--- config.mk ---
export PLATFORM = sky130hd
export DESIGN_NAME = pgwr_sequencer
export DESIGN_NICKNAME = d
export VERILOG_FILES = /design/src/rtl/pgwr_pkg.sv /design/src/rtl/pgwr_slot_buffer.sv /design/src/rtl/pgwr_cycle_timer.sv /design/src/rtl/pgwr_commit_scan.sv /design/src/rtl/pgwr_sequencer.sv
export SDC_FILE = /design/constraint.sdc
export NUM_CORES = 1
export LEC_CHECK = 0
export BUFFER_PORTS_ARGS = -buffer_cell sky130_fd_sc_hd__buf_2
export CAP_MARGIN = 20
export CORE_AREA = 3 3 136 138
export CTS_BUF_LIST = sky130_fd_sc_hd__clkbuf_4
export DETAILED_ROUTE_END_ITERATION = 16
export DIE_AREA = 0 0 139 141
export PLACE_DENSITY_LB_ADDON = 0.1
export SYNTH_ARGS = -nofsm -noshare
export SYNTH_HDL_FRONTEND = slang
export SYNTH_SLANG_ARGS = --single-unit
--- constraint.sdc ---
create_clock -name clk -period 2.4 [get_ports clk]
set_input_delay 0.24 -clock clk [delete_from_list [all_inputs] [get_ports clk]]
set_output_delay 0.24 -clock clk [all_outputs]
set_load 0.01 [all_outputs]
--- src/rtl/pgwr_pkg.sv ---
package pgwr_pkg;

  // Slot index after `slot`, wrapping inside a page of `slots` entries.
  function automatic int unsigned next_slot(input int unsigned slot,
                                            input int unsigned slots);
    return (slot + 1 >= slots) ? 0 : slot + 1;
  endfunction

  // True on the final clock of a cycle of `len` clocks (count starts at 0).
  function automatic logic cycle_last(input int unsigned count,
                                      input int unsigned len);
    return (count + 1 == len);
  endfunction

  // Commit scan is active on the first `slots` clocks of the cycle.
  function automatic logic in_scan(input int unsigned count,
                                   input int unsigned slots);
    return (count < slots);
  endfunction

endpackage

--- src/rtl/pgwr_slot_buffer.sv ---
module pgwr_slot_buffer #(
  parameter int unsigned ADDR_W = 10,
  parameter int unsigned DATA_W = 8,
  parameter int unsigned SLOTS  = 16,
  localparam int unsigned OFS_W  = $clog2(SLOTS),
  localparam int unsigned PAGE_W = ADDR_W - OFS_W
) (
  input  logic              clk,
  input  logic              rst_n,
  input  logic              put_i,
  input  logic [ADDR_W-1:0] put_addr_i,
  input  logic [DATA_W-1:0] put_data_i,
  input  logic              clear_i,
  input  logic [OFS_W-1:0]  rd_slot_i,
  output logic [DATA_W-1:0] rd_data_o,
  output logic              rd_valid_o,
  output logic [PAGE_W-1:0] page_o,
  output logic              any_valid_o
);

  logic [DATA_W-1:0] data_q [SLOTS];
  logic [SLOTS-1:0]  valid_q;
  logic [OFS_W-1:0]  ptr_q;
  logic              open_q;
  logic [PAGE_W-1:0] page_q;

  // Slot the current byte lands in: its own address opens a transfer,
  // after that the running pointer decides.
  logic [OFS_W-1:0]  cur_slot;
  logic [OFS_W-1:0]  nxt_slot;

  assign cur_slot = open_q ? ptr_q : put_addr_i[OFS_W-1:0];
  assign nxt_slot = OFS_W'(pgwr_pkg::next_slot(32'(cur_slot), SLOTS));

  always_ff @(posedge clk or negedge rst_n) begin
    if (!rst_n) begin
      open_q <= 1'b0;
      ptr_q  <= '0;
      page_q <= '0;
    end else if (clear_i) begin
      open_q <= 1'b0;
    end else if (put_i) begin
      open_q <= 1'b1;
      ptr_q  <= nxt_slot;
      if (!open_q) page_q <= put_addr_i[ADDR_W-1:OFS_W];
    end
  end

  for (genvar s = 0; s < SLOTS; s++) begin : g_slot
    always_ff @(posedge clk or negedge rst_n) begin
      if (!rst_n) begin
        valid_q[s] <= 1'b0;
        data_q[s]  <= '0;
      end else if (clear_i) begin
        valid_q[s] <= 1'b0;
      end else if (put_i && cur_slot == OFS_W'(s)) begin
        valid_q[s] <= 1'b1;
        data_q[s]  <= put_data_i;
      end
    end
  end

  assign rd_data_o   = data_q[rd_slot_i];
  assign rd_valid_o  = valid_q[rd_slot_i];
  assign page_o      = page_q;
  assign any_valid_o = |valid_q;

endmodule

--- src/rtl/pgwr_cycle_timer.sv ---
module pgwr_cycle_timer #(
  parameter int unsigned CYCLE_CLKS = 500,
  localparam int unsigned CNT_W = $clog2(CYCLE_CLKS + 1)
) (
  input  logic             clk,
  input  logic             rst_n,
  input  logic             start_i,
  output logic             busy_o,
  output logic [CNT_W-1:0] count_o,
  output logic             end_o,
  output logic             done_o
);

  logic             busy_q;
  logic [CNT_W-1:0] count_q;
  logic             done_q;

  assign end_o = busy_q && pgwr_pkg::cycle_last(32'(count_q), CYCLE_CLKS);

  always_ff @(posedge clk or negedge rst_n) begin
    if (!rst_n) begin
      busy_q  <= 1'b0;
      count_q <= '0;
      done_q  <= 1'b0;
    end else begin
      done_q <= 1'b0;
      if (!busy_q) begin
        if (start_i) begin
          busy_q  <= 1'b1;
          count_q <= '0;
        end
      end else if (end_o) begin
        busy_q  <= 1'b0;
        count_q <= '0;
        done_q  <= 1'b1;
      end else begin
        count_q <= count_q + 1'b1;
      end
    end
  end

  assign busy_o  = busy_q;
  assign count_o = count_q;
  assign done_o  = done_q;

endmodule

--- src/rtl/pgwr_commit_scan.sv ---
module pgwr_commit_scan #(
  parameter int unsigned ADDR_W     = 10,
  parameter int unsigned DATA_W     = 8,
  parameter int unsigned SLOTS      = 16,
  parameter int unsigned CYCLE_CLKS = 500,
  localparam int unsigned OFS_W  = $clog2(SLOTS),
  localparam int unsigned PAGE_W = ADDR_W - OFS_W,
  localparam int unsigned CNT_W  = $clog2(CYCLE_CLKS + 1)
) (
  input  logic              busy_i,
  input  logic [CNT_W-1:0]  count_i,
  input  logic [PAGE_W-1:0] page_i,
  input  logic [DATA_W-1:0] slot_data_i,
  input  logic              slot_valid_i,
  output logic [OFS_W-1:0]  slot_o,
  output logic              we_o,
  output logic [ADDR_W-1:0] addr_o,
  output logic [DATA_W-1:0] data_o
);

  // CYCLE_CLKS must be at least SLOTS so the scan fits inside the cycle.
  logic scan_on;

  assign scan_on = busy_i && pgwr_pkg::in_scan(32'(count_i), SLOTS);
  assign slot_o  = OFS_W'(count_i);
  assign we_o    = scan_on && slot_valid_i;
  assign addr_o  = {page_i, slot_o};
  assign data_o  = slot_data_i;

endmodule

--- src/rtl/pgwr_sequencer.sv ---
module pgwr_sequencer #(
  parameter int unsigned ADDR_W     = 10,
  parameter int unsigned DATA_W     = 8,
  parameter int unsigned PAGE_BYTES = 16,
  parameter int unsigned CYCLE_CLKS = 500
) (
  input  logic              clk,
  input  logic              rst_n,
  input  logic              byte_vld_i,
  input  logic [ADDR_W-1:0] byte_addr_i,
  input  logic [DATA_W-1:0] byte_data_i,
  input  logic              stop_i,
  input  logic              abort_i,
  input  logic              wp_i,
  output logic              busy_o,
  output logic              arr_we_o,
  output logic [ADDR_W-1:0] arr_addr_o,
  output logic [DATA_W-1:0] arr_data_o,
  output logic              done_o
);

  localparam int unsigned OFS_W  = $clog2(PAGE_BYTES);
  localparam int unsigned PAGE_W = ADDR_W - OFS_W;
  localparam int unsigned CNT_W  = $clog2(CYCLE_CLKS + 1);

  // Named internal events
  logic              busy;
  logic              accept_byte;
  logic              commit_start;
  logic              drop_xfer;
  logic              cyc_end;
  logic              any_valid;
  logic [CNT_W-1:0]  cyc_count;
  logic [OFS_W-1:0]  scan_slot;
  logic [DATA_W-1:0] slot_data;
  logic              slot_valid;
  logic [PAGE_W-1:0] page;

  assign accept_byte  = byte_vld_i && !busy && !wp_i && !stop_i && !abort_i;
  assign commit_start = stop_i && !abort_i && !busy && !wp_i && any_valid;
  assign drop_xfer    = !busy && (abort_i || (stop_i && !commit_start));

  pgwr_slot_buffer #(
    .ADDR_W (ADDR_W),
    .DATA_W (DATA_W),
    .SLOTS  (PAGE_BYTES)
  ) u_buf (
    .clk         (clk),
    .rst_n       (rst_n),
    .put_i       (accept_byte),
    .put_addr_i  (byte_addr_i),
    .put_data_i  (byte_data_i),
    .clear_i     (drop_xfer || cyc_end),
    .rd_slot_i   (scan_slot),
    .rd_data_o   (slot_data),
    .rd_valid_o  (slot_valid),
    .page_o      (page),
    .any_valid_o (any_valid)
  );

  pgwr_cycle_timer #(
    .CYCLE_CLKS (CYCLE_CLKS)
  ) u_tmr (
    .clk     (clk),
    .rst_n   (rst_n),
    .start_i (commit_start),
    .busy_o  (busy),
    .count_o (cyc_count),
    .end_o   (cyc_end),
    .done_o  (done_o)
  );

  pgwr_commit_scan #(
    .ADDR_W     (ADDR_W),
    .DATA_W     (DATA_W),
    .SLOTS      (PAGE_BYTES),
    .CYCLE_CLKS (CYCLE_CLKS)
  ) u_scan (
    .busy_i       (busy),
    .count_i      (cyc_count),
    .page_i       (page),
    .slot_data_i  (slot_data),
    .slot_valid_i (slot_valid),
    .slot_o       (scan_slot),
    .we_o         (arr_we_o),
    .addr_o       (arr_addr_o),
    .data_o       (arr_data_o)
  );

  assign busy_o = busy;

endmodule

Yosys cells after proc, flatten, opt, wreduce, memory -nomap -nowiden --
Index checks and enable logic that the tools add are counted.
Storage, ports and cells: bits in registers 166, bits in latches 0, memory bits (writable) 0, bits in read-only memories 0, input bits 24, output and inout port bits 21, logic and storage cells 187, memories kept 0
Cells by class: add/subtract/negate cells 3, $mul 0, div/mod/pow operators 0, order comparisons 4, equality and inequality tests 16, shifts and indexed selects 0, mux-type cells 49, bitwise operators 3, reduce and logical (&&, ||, !) cells 74
Operator list (count):
- $mux 1 | 40
- $reduce_bool 2->1 | 18
- $reduce_and 2->1 | 17
- $bmux 8 s4 | 1
- $eq 32x9->1 const B | 1
- $eq 4x4->1 const B | 8
- $logic_and 1x1->1 | 29
- $mux 9 | 3
- $eq 4x3->1 const B | 4
- $mux 8 | 2
- $reduce_or 16->1 | 1
- $add 9x1->10 const B | 1
- $ge 5x5->1 const B | 2
- $add 9x1->9 const B | 1
- $lt 9x5->1 const B | 1
- $eq 4x2->1 const B | 2
- $mux 4 | 2
- $add 4x1->5 const B | 1
- $logic_not 1->1 | 5
- $lt 4x5->1 const B | 1
- $not 4->5 | 1
- $bmux 1 s4 | 1
- $eq 4x1->1 const B | 1
- $logic_not 4->1 | 1
- other kinds (3) | 5

Logic depth before layout (Yosys ltp) --
Gate-level depths: netlist of run 1.
depth in word-level cells 12, gate-level depth with buffers 8, mapped depth without buffers 6

By module --
From an unflattened synthesis of run 1, not the netlist that was laid out.
Unflattened totals: cells, all modules 558, area total of the unflattened synthesis 8112.8 um^2
Modules (own cells, without submodules):
- pgwr_slot_buffer | times used 1, cells each 460, area each 7215.7 um^2, seq. area each 3878.7 um^2
- pgwr_cycle_timer | times used 1, cells each 66, area each 661.9 um^2, seq. area each 275.3 um^2
- pgwr_commit_scan | times used 1, cells each 25, area each 187.7 um^2, seq. area each 0.0 um^2
- pgwr_sequencer | times used 1, cells each 7, area each 47.5 um^2, seq. area each 0.0 um^2

Worst setup path after synthesis of run 1 --
OpenSTA, ideal clock, no wires.
path kind flip-flop to flip-flop, from register u_buf.open_q, to register u_buf.data_q[0] in the netlist's numbering, setup time 0.125 ns, arrival 1.960 ns, required time 2.275 ns, slack 0.316 ns, stages on the path, launching flop included 9, path buffers 3, period minus slack after synthesis 2.084 ns, cell sequence dfrtp_1 -> buf_6 -> mux2i_1 -> inv_1 -> ha_1 -> clkbuf_1 -> and3_1 -> buf_4 -> mux2_2
On the way: longest elaborated chain between the ends 4
Ends and longest elaborated chain:
- start, declared | line pgwr_slot_buffer.sv:24 | logic open_q;
- start signal, assigned | line pgwr_slot_buffer.sv:37 | open_q <= 1'b0;
- start signal, assigned | line pgwr_slot_buffer.sv:41 | open_q <= 1'b0;
- start signal, assigned | line pgwr_slot_buffer.sv:43 | open_q <= 1'b1;
- $mux 4 | line pgwr_slot_buffer.sv:32 | assign cur_slot = open_q ? ptr_q : put_addr_i[OFS_W-1:0];
- $eq 4x4->1 | line pgwr_slot_buffer.sv:56 | end else if (put_i && cur_slot == OFS_W'(s)) begin
- $logic_and 1x1->1 | line pgwr_slot_buffer.sv:56
- $reduce_and 2->1 (no line)
- end signal, assigned by index | line pgwr_slot_buffer.sv:58 | data_q[s] <= put_data_i;
- end, declared | line pgwr_slot_buffer.sv:21 | logic [DATA_W-1:0] data_q [SLOTS];
No other way between the ends. A chain may end at the register's enable or synchronous reset.

Worst setup path after layout of run 1 --
from register u_tmr.count_q[0], in the netlist u_tmr.count_o[0], to output arr_data_o[0]
On the way: longest elaborated chain between the ends 4
Ends and longest elaborated chain:
- start, declared | line pgwr_cycle_timer.sv:15 | logic [CNT_W-1:0] count_q;
- start signal, assigned | line pgwr_cycle_timer.sv:37 | count_q <= count_q + 1'b1;
- $not 4->5 (implied by the code) | line pgwr_slot_buffer.sv:63 | assign rd_data_o = data_q[rd_slot_i];
- $bmux 8 s4 | line pgwr_slot_buffer.sv:63
- $mux 8 (implied by the code) (2 in series) | line pgwr_slot_buffer.sv:63
- end, declared | line pgwr_sequencer.sv:18 | output logic [DATA_W-1:0] arr_data_o,
No other way between the ends. The select of a mux whose other input is x is not followed.

==> metrics.txt, run 1 <==
status complete, but fails checks; failing checks negative setup slack; TritonCTS Buffers 17; top cells by area, synth dfrtp_1, mux2_2, mux4_2; Synthesized Nets 569; drt drc 0; f_max 0.388 GHz; Post-synth EDFFs 0; count of final hold-check violations 0; Detailed Route WL 18200 microns; 1st-pass router iterations 4; starting DRC count in detailed routing 244; busiest grt layer met2; Core Region 0.0173 sq mm; Cell Pwr Density 813 mW/mm^2; fin cells 853; Clock transition at path regs 0.13 ns; area of the mapped netlist 0.00783 sq mm; gp weighted congestion 0.779; VDD IR-drop max 0.378 mV; CP cell instances buf_12 > buf_16 > mux4_2 > a22oi_2 > nand2_1 > buf_2; Buffers on Ports 44; clock root buffer clkbuf_4; first-pass GRT wire length 29600 microns; vias per cell 5.73; min setup slack post-route -0.175 ns; Yosys top cell area share 0.531; slowest cell on the critical path mux4_2; Die ar. 0.0196 sq mm; Switching Fraction 0.323; grt met2 use 0.315; CTS tree built; final setup violation count 9; Int Power 4.98 mW; logic gate share of total power 0.312; die width 139 microns; Avg WL per Cell 21.4 microns; GR Util met3 0.0370; Leak Pwr 4.51 nW; Overflow after GRT 0; layout cells sized above 1 0.451; crit-path leading delay family multiplexers; nets 646; vias in the first global route 5080; R2R setup slack 0.22 ns; Core Rows 48; worst slew pin tran 0.641 ns; Switch Pwr 2.37 mW; dpl hpwl 12100 microns; Data arrival, critical path 2.34 ns; Worst Hold Class input pin to flip-flop; initial core utilization 0.453; Max Slew Vio Count 0; Setup TNS -0.888 ns; part of the Yosys area used for sequential elements 0.531; worst-skew pair later-pin latency 0.54 ns; Mean Syn Cell Area 14.5 sq um; CP Capture Type output pin; GRT Util Overall 0.196; sequential share of power 0.439; Post-Route Skew 0.0164 ns; htree depth 4; clk buf depth 2; n_diodes 0; unrepaired setup endpoints after global routing true; Synth async-reset ratio 1.00; Worst setup SP type flip-flop; Synth Register Bits 166; Slew headroom 0.571; Clock Power Share 0.250; total number of vias 4891; cell taking the most area after synthesis dfrtp_1; kind of critical path flip-flop to output pin; largest net degree at the start of global routing 50; Area Growth Syn to Fin 15.5%; max-cap check violation count 0; # fillers 1448; Ports 45; CP bufs+invs 3; yosys warns 0; Unique masters post-synth 50; most frequent cell after synthesis dfrtp_1; Clock Sinks 166; GR Util met1 0.277; critical path fanouts, max 5; Max stage delay on crit path 0.51 ns; Critical Path RT 2.16 ns; Top FF cell, synth dfrtp_1; antenna-violating nets left 0; post-layout power 7.36 mW; Final period util 1.07; initial antenna violation count 0; Post-synth top cells dfrtp_1, mux2_2, mux4_2; Gate Count Post-Synth 540; Period minus WS final 2.58 ns; die height 141 microns; cell count after placement 801
[cells by family (layout without fill, tap and decap cells)]
family | Yosys count | count (layout) | share of synthesized area
DFF | 166 | 166 | 0.531
muxes | 173 | 173 | 0.300
buffers and inverters | 49 | 137 | 0.0352
xor gates and xnor gates | 3 | 3 | 0.00336
adders and majority gates | 5 | 5 | 0.00799
AOI/OAI and AO/OA | 64 | 64 | 0.0617
and+or+nand+nor | 80 | 80 | 0.0609
[routing by layer]
layer | part of all wire | routed length, microns | vias up
met4 | 0.011 | 197 | 0
met3 | 0.036 | 653 | 16
li1 | - | - | 2178
met5 | 0 | 0 | -
met2 | 0.49 | 8860 | 101
met1 | 0.47 | 8530 | 2596
[worst reg2reg max path, cell delays in order (launching register included)]
cell and delay, ns:
dfrtp_2 0.48, buf_12 0.16, buf_4 0.11, buf_6 0.09, ha_1 0.23, nand4_1 0.19, o31ai_4 0.29, o211ai_1 0.14
buf_4 0.21, a21o_1 0.19
[power by group through the flow]
stage,combinational [mW],clock (mW),sequential (mW)
after detailed placement,1.89,0,3.29
after global placement,1.87,0,3.28
after floorplan,1.33,0,3.19
after CTS,2.25,1.90,3.23
final,2.29,1.84,3.23
after global routing,2.49,2.03,3.26
[layout by cell type, fill, tap and decap left out, types with 5 or more instances in the layout]
cell and instances:
nand2b_1 6, clkbuf_4 18, mux4_2 36, nand2_1 16
a21o_1 13, nor2_1 14, and3_1 13, dlygate4sd3_1 10
inv_1 10, o21ai_0 11, buf_4 31, buf_2 43
ha_1 5, a22oi_2 14, mux2_1 25, dfrtp_1 164
nor4_1 5, nand3_1 5, mux2_2 109, buf_12 6
buf_6 5, bufinv_16 5, a21oi_1 5
[sequential cells by signal, indices dropped and copies added, names as in the netlist]
name,flops
u_buf.open_q,1
u_buf.data_q,128
u_buf.ptr_q,4
u_tmr.busy_o,1
u_buf.page_o,6
u_tmr.done_o,1
u_tmr.count_o,9
u_buf.valid_q,16
[final cells by class]
| cell class | instances | area, sq um | share of cell area |
|---|---|---|---|
| Sequential cell | 166 | 4160 | 0.460 |
| Multi-Input combinational cell | 325 | 3470 | 0.384 |
| Inverter | 10 | 37.5 | 0.00415 |
| Clock buffer | 18 | 135 | 0.0149 |
| Clock inverter | 12 | 185 | 0.0205 |
| Tap cell | 225 | 282 | 0.0311 |
| Timing Repair Buffer | 97 | 779 | 0.0862 |
[timing repair]
item | CTS | global route
endpoints found under the hold margin | 51 | 0
hold buffers | 10 | 0
endpoints found under the setup margin | 8 | 21
gates resized for setup | 16 | 7
setup buffers | 7 | 3
gates cloned | 2 | 0
pin swaps | 7 | 3
[worst paths after layout]
kind	start	cells after the start	end
hold / removal	byte_data_i[7]	2	u_buf.data_q[15]
min in group asynchronous	rst_n	2	u_tmr.count_o[3]
setup reg to reg	u_tmr.count_o[0]	9	u_buf.valid_q[10]
setup / recovery	u_tmr.count_o[0]	6	arr_data_o[0]
hold reg to reg	u_buf.data_q[46]	1	u_buf.data_q[46]
max in group asynchronous	rst_n	3	u_buf.data_q[59]
[through the flow]
stage | worst slack [ns] | cell area, sq um | hold slack, ns | util
6_report | -0.175 | 9040 | 0.154 | 0.523
3_3_place_gp | 0.199 | 8370 | 0.215 | 0.484
3_5_place_dp | 0.225 | 8370 | 0.226 | 0.484
5_1_grt | -0.262 | 9040 | 0.115 | 0.523
2_1_floorplan | 0.316 | 7830 | -0.0556 | -
4_1_cts | -0.206 | 8990 | 0.0938 | 0.520
(Power assumes the default switching activity.)
==> run 2: changes to the inputs <==
--- a/config.mk
+++ b/config.mk
@@ -12,6 +12,7 @@
 export DETAILED_ROUTE_END_ITERATION = 16
 export DIE_AREA = 0 0 139 141
 export PLACE_DENSITY_LB_ADDON = 0.1
+export RECOVER_POWER = 25
 export SYNTH_ARGS = -nofsm -noshare
 export SYNTH_HDL_FRONTEND = slang
 export SYNTH_SLANG_ARGS = --single-unit
==> run 2 against run 1 <==
  * The flow still finishes with violations (negative setup slack)
  * First-iteration DRC count is 3.3% lower
  * Critical path type unchanged
  * Highest routed layer unchanged
  * Clock-buffer cell count stayed put
  * Routed wire length is 0.42% lower
  * Largest cell class unchanged
==> metrics.txt, run 2 (same netlist as run 1, synthesis figures left out) <==
dpl hpwl 12100 microns (unchanged); Clock Sinks 166 (unchanged); Switching Fraction 0.322 (was 0.323); antenna-violating nets left 0 (unchanged); worst slew pin tran 1.33 ns (was 0.641 ns); Cell Pwr Density 814 mW/mm^2 (was 813 mW/mm^2); nets 646 (unchanged); Switch Pwr 2.36 mW (was 2.37 mW); unrepaired setup endpoints after global routing true (unchanged); Area Growth Syn to Fin 15.2% (was 15.5%); most common cell after layout, fill and taps aside dfrtp_1 (unchanged); worst-skew pair later-pin latency 0.53 ns (was 0.54 ns); critical path fanouts, max 5 (unchanged); Die ar. 0.0196 sq mm (unchanged); vias per cell 5.75 (was 5.73); gp weighted congestion 0.779 (unchanged); htree depth 4 (unchanged); hold wc startpoint byte_data_i[1] (was byte_data_i[7]); met2 wire length 8860 microns (about the same); Worst setup SP type flip-flop (unchanged); Setup TNS -0.764 ns (was -0.888 ns); failing checks negative setup slack (unchanged); Leak Pwr 4.50 nW (was 4.51 nW); fin cells 853 (unchanged); Core Region 0.0173 sq mm (unchanged); # fillers 1450 (was 1448); r2r startpoint u_tmr.count_o[0] (unchanged); first-pass GRT wire length 29600 microns (unchanged); status complete, but fails checks (unchanged); CP Capture Type output pin (unchanged); logic gate share of total power 0.311 (was 0.312); Max Slew Vio Count 0 (unchanged); max reg flops 128 (unchanged); CP cell instances buf_12 > buf_16 > mux4_2 > a22oi_2 > nand2_1 > buf_2 (unchanged); f_max 0.392 GHz (was 0.388 GHz); n_diodes 0 (unchanged); Top Layer Used met4 (unchanged); 1st-pass router iterations 4 (unchanged); layout cells sized above 1 0.449 (was 0.451); Clock Power Share 0.250 (about the same); drt drc 0 (unchanged); Max stage delay on crit path 0.52 ns (was 0.51 ns); Detailed Route WL 18200 microns (about the same); cell count after placement 801 (unchanged); Critical Path RT 2.16 ns (about the same); final setup violation count 9 (unchanged); clk buf depth 2 (unchanged); initial antenna violation count 0 (unchanged); Final Core Density 0.522 (was 0.523); crit-path leading delay family multiplexers (unchanged); min setup slack post-route -0.150 ns (was -0.175 ns); Setup WS pre-CTS 0.225 ns (unchanged); Met1 Wirelength 8530 microns (about the same); Period minus WS final 2.55 ns (was 2.58 ns); starting DRC count in detailed routing 236 (was 244); clock root buffer clkbuf_4 (unchanged); Multi-input gate area 0.00347 sq mm (unchanged); Core Rows 48 (unchanged); Buffers on Ports 44 (unchanged); Slew headroom 0.113 (was 0.571); max-cap check violation count 0 (unchanged); Final period util 1.06 (was 1.07); Reg area 0.00416 sq mm (unchanged); Critical path origin u_tmr.count_o[0] (unchanged); CTS tree built (unchanged); Post-Route Skew 0.0163 ns (was 0.0164 ns); slowest cell on the critical path mux4_2 (unchanged); sequential share of power 0.439 (about the same); GRT Util Overall 0.196 (unchanged); Int Power 4.98 mW (about the same); highest-count cells in the layout ignoring fill and taps dfrtp_1, mux2_2, buf_2, mux4_2, buf_4 (unchanged); Most flops, register u_buf.data_q (unchanged); Worst Hold Class input pin to flip-flop (unchanged); die height 141 microns (unchanged); count of final hold-check violations 0 (unchanged); CP bufs+invs 3 (unchanged); total number of vias 4905 (was 4891); Avg WL per Cell 21.3 microns (was 21.4 microns); Overflow after GRT 0 (unchanged); Ports 45 (unchanged); Clock transition at path regs 0.13 ns (about the same); TritonCTS Buffers 17 (unchanged); die width 139 microns (unchanged); largest net degree at the start of global routing 50 (unchanged); initial core utilization 0.453 (unchanged); Data arrival, critical path 2.31 ns (was 2.34 ns); VDD IR-drop max 0.366 mV (was 0.378 mV); kind of critical path flip-flop to output pin (unchanged); metal3 WL 611 microns (was 653 microns); vias in the first global route 5080 (unchanged)
[run 2: repair_timing]
action	CTS	global route
endpoints found under the setup margin	8	21
gates resized for setup	16	7
pin swaps	7	3
hold buffers	10	0
gates cloned	2	0
setup buffers	7	3
hold endpoints to repair	51	0
[run 2: metal layers]
metal | vias to the layer above | track usage
li1 | 2183 | -
met4 | 0 | 0.0505
met5 | - | 0
met1 | 2620 | 0.277
met3 | 14 | 0.0370
met2 | 88 | 0.315
[run 2: worst register-to-register path: stages (launching register included)]
cell and delay (ns):
dfrtp_2 0.48, buf_12 0.15, buf_4 0.11, buf_6 0.09, ha_1 0.22, nand4_1 0.18
o31ai_4 0.29, o211ai_1 0.14, buf_4 0.21, a21o_1 0.19
[run 2: layout make-up]
cell class / count / share of cell area
Clock buffer: 18 / 0.0150
Clock inverter: 12 / 0.0205
Inverter: 10 / 0.00416
Multi-Input combinational cell: 325 / 0.384
Sequential cell: 166 / 0.461
Tap cell: 225 / 0.0312
Timing Repair Buffer: 97 / 0.0839
[run 2: power by group through the flow]
stage / clock (mW) / sequential [mW] / combinational [mW]
final: 1.83 / 3.22 / 2.28
after global routing: 2.03 / 3.26 / 2.48
after CTS: 1.90 / 3.23 / 2.25
after detailed placement: 0 / 3.29 / 1.89
after global placement: 0 / 3.28 / 1.87
after floorplan: 0 / 3.19 / 1.33
[run 2: worst paths after layout]
kind                                          end  slack (ns)  cells after the start
worst min-delay path             u_buf.data_q[25]        0.16                      2
worst max register to register  u_buf.valid_q[10]        0.23                      9
worst max-delay path                arr_data_o[3]       -0.15                      6
worst min register to register     u_buf.ptr_q[0]        0.50                      1
min in group asynchronous        u_tmr.count_o[3]        0.52                      2
max in group asynchronous        u_buf.data_q[97]        0.44                      3
[run 2: stage by stage]
stage	hold WS (ns)	power [mW]	cell area [sq um]
3_5_place_dp	0.226	5.18	8370
6_report	0.159	7.34	9020
2_1_floorplan	-0.0556	4.52	7830
4_1_cts	0.0938	7.38	8990
5_1_grt	0.115	7.77	9020
3_3_place_gp	0.215	5.15	8370
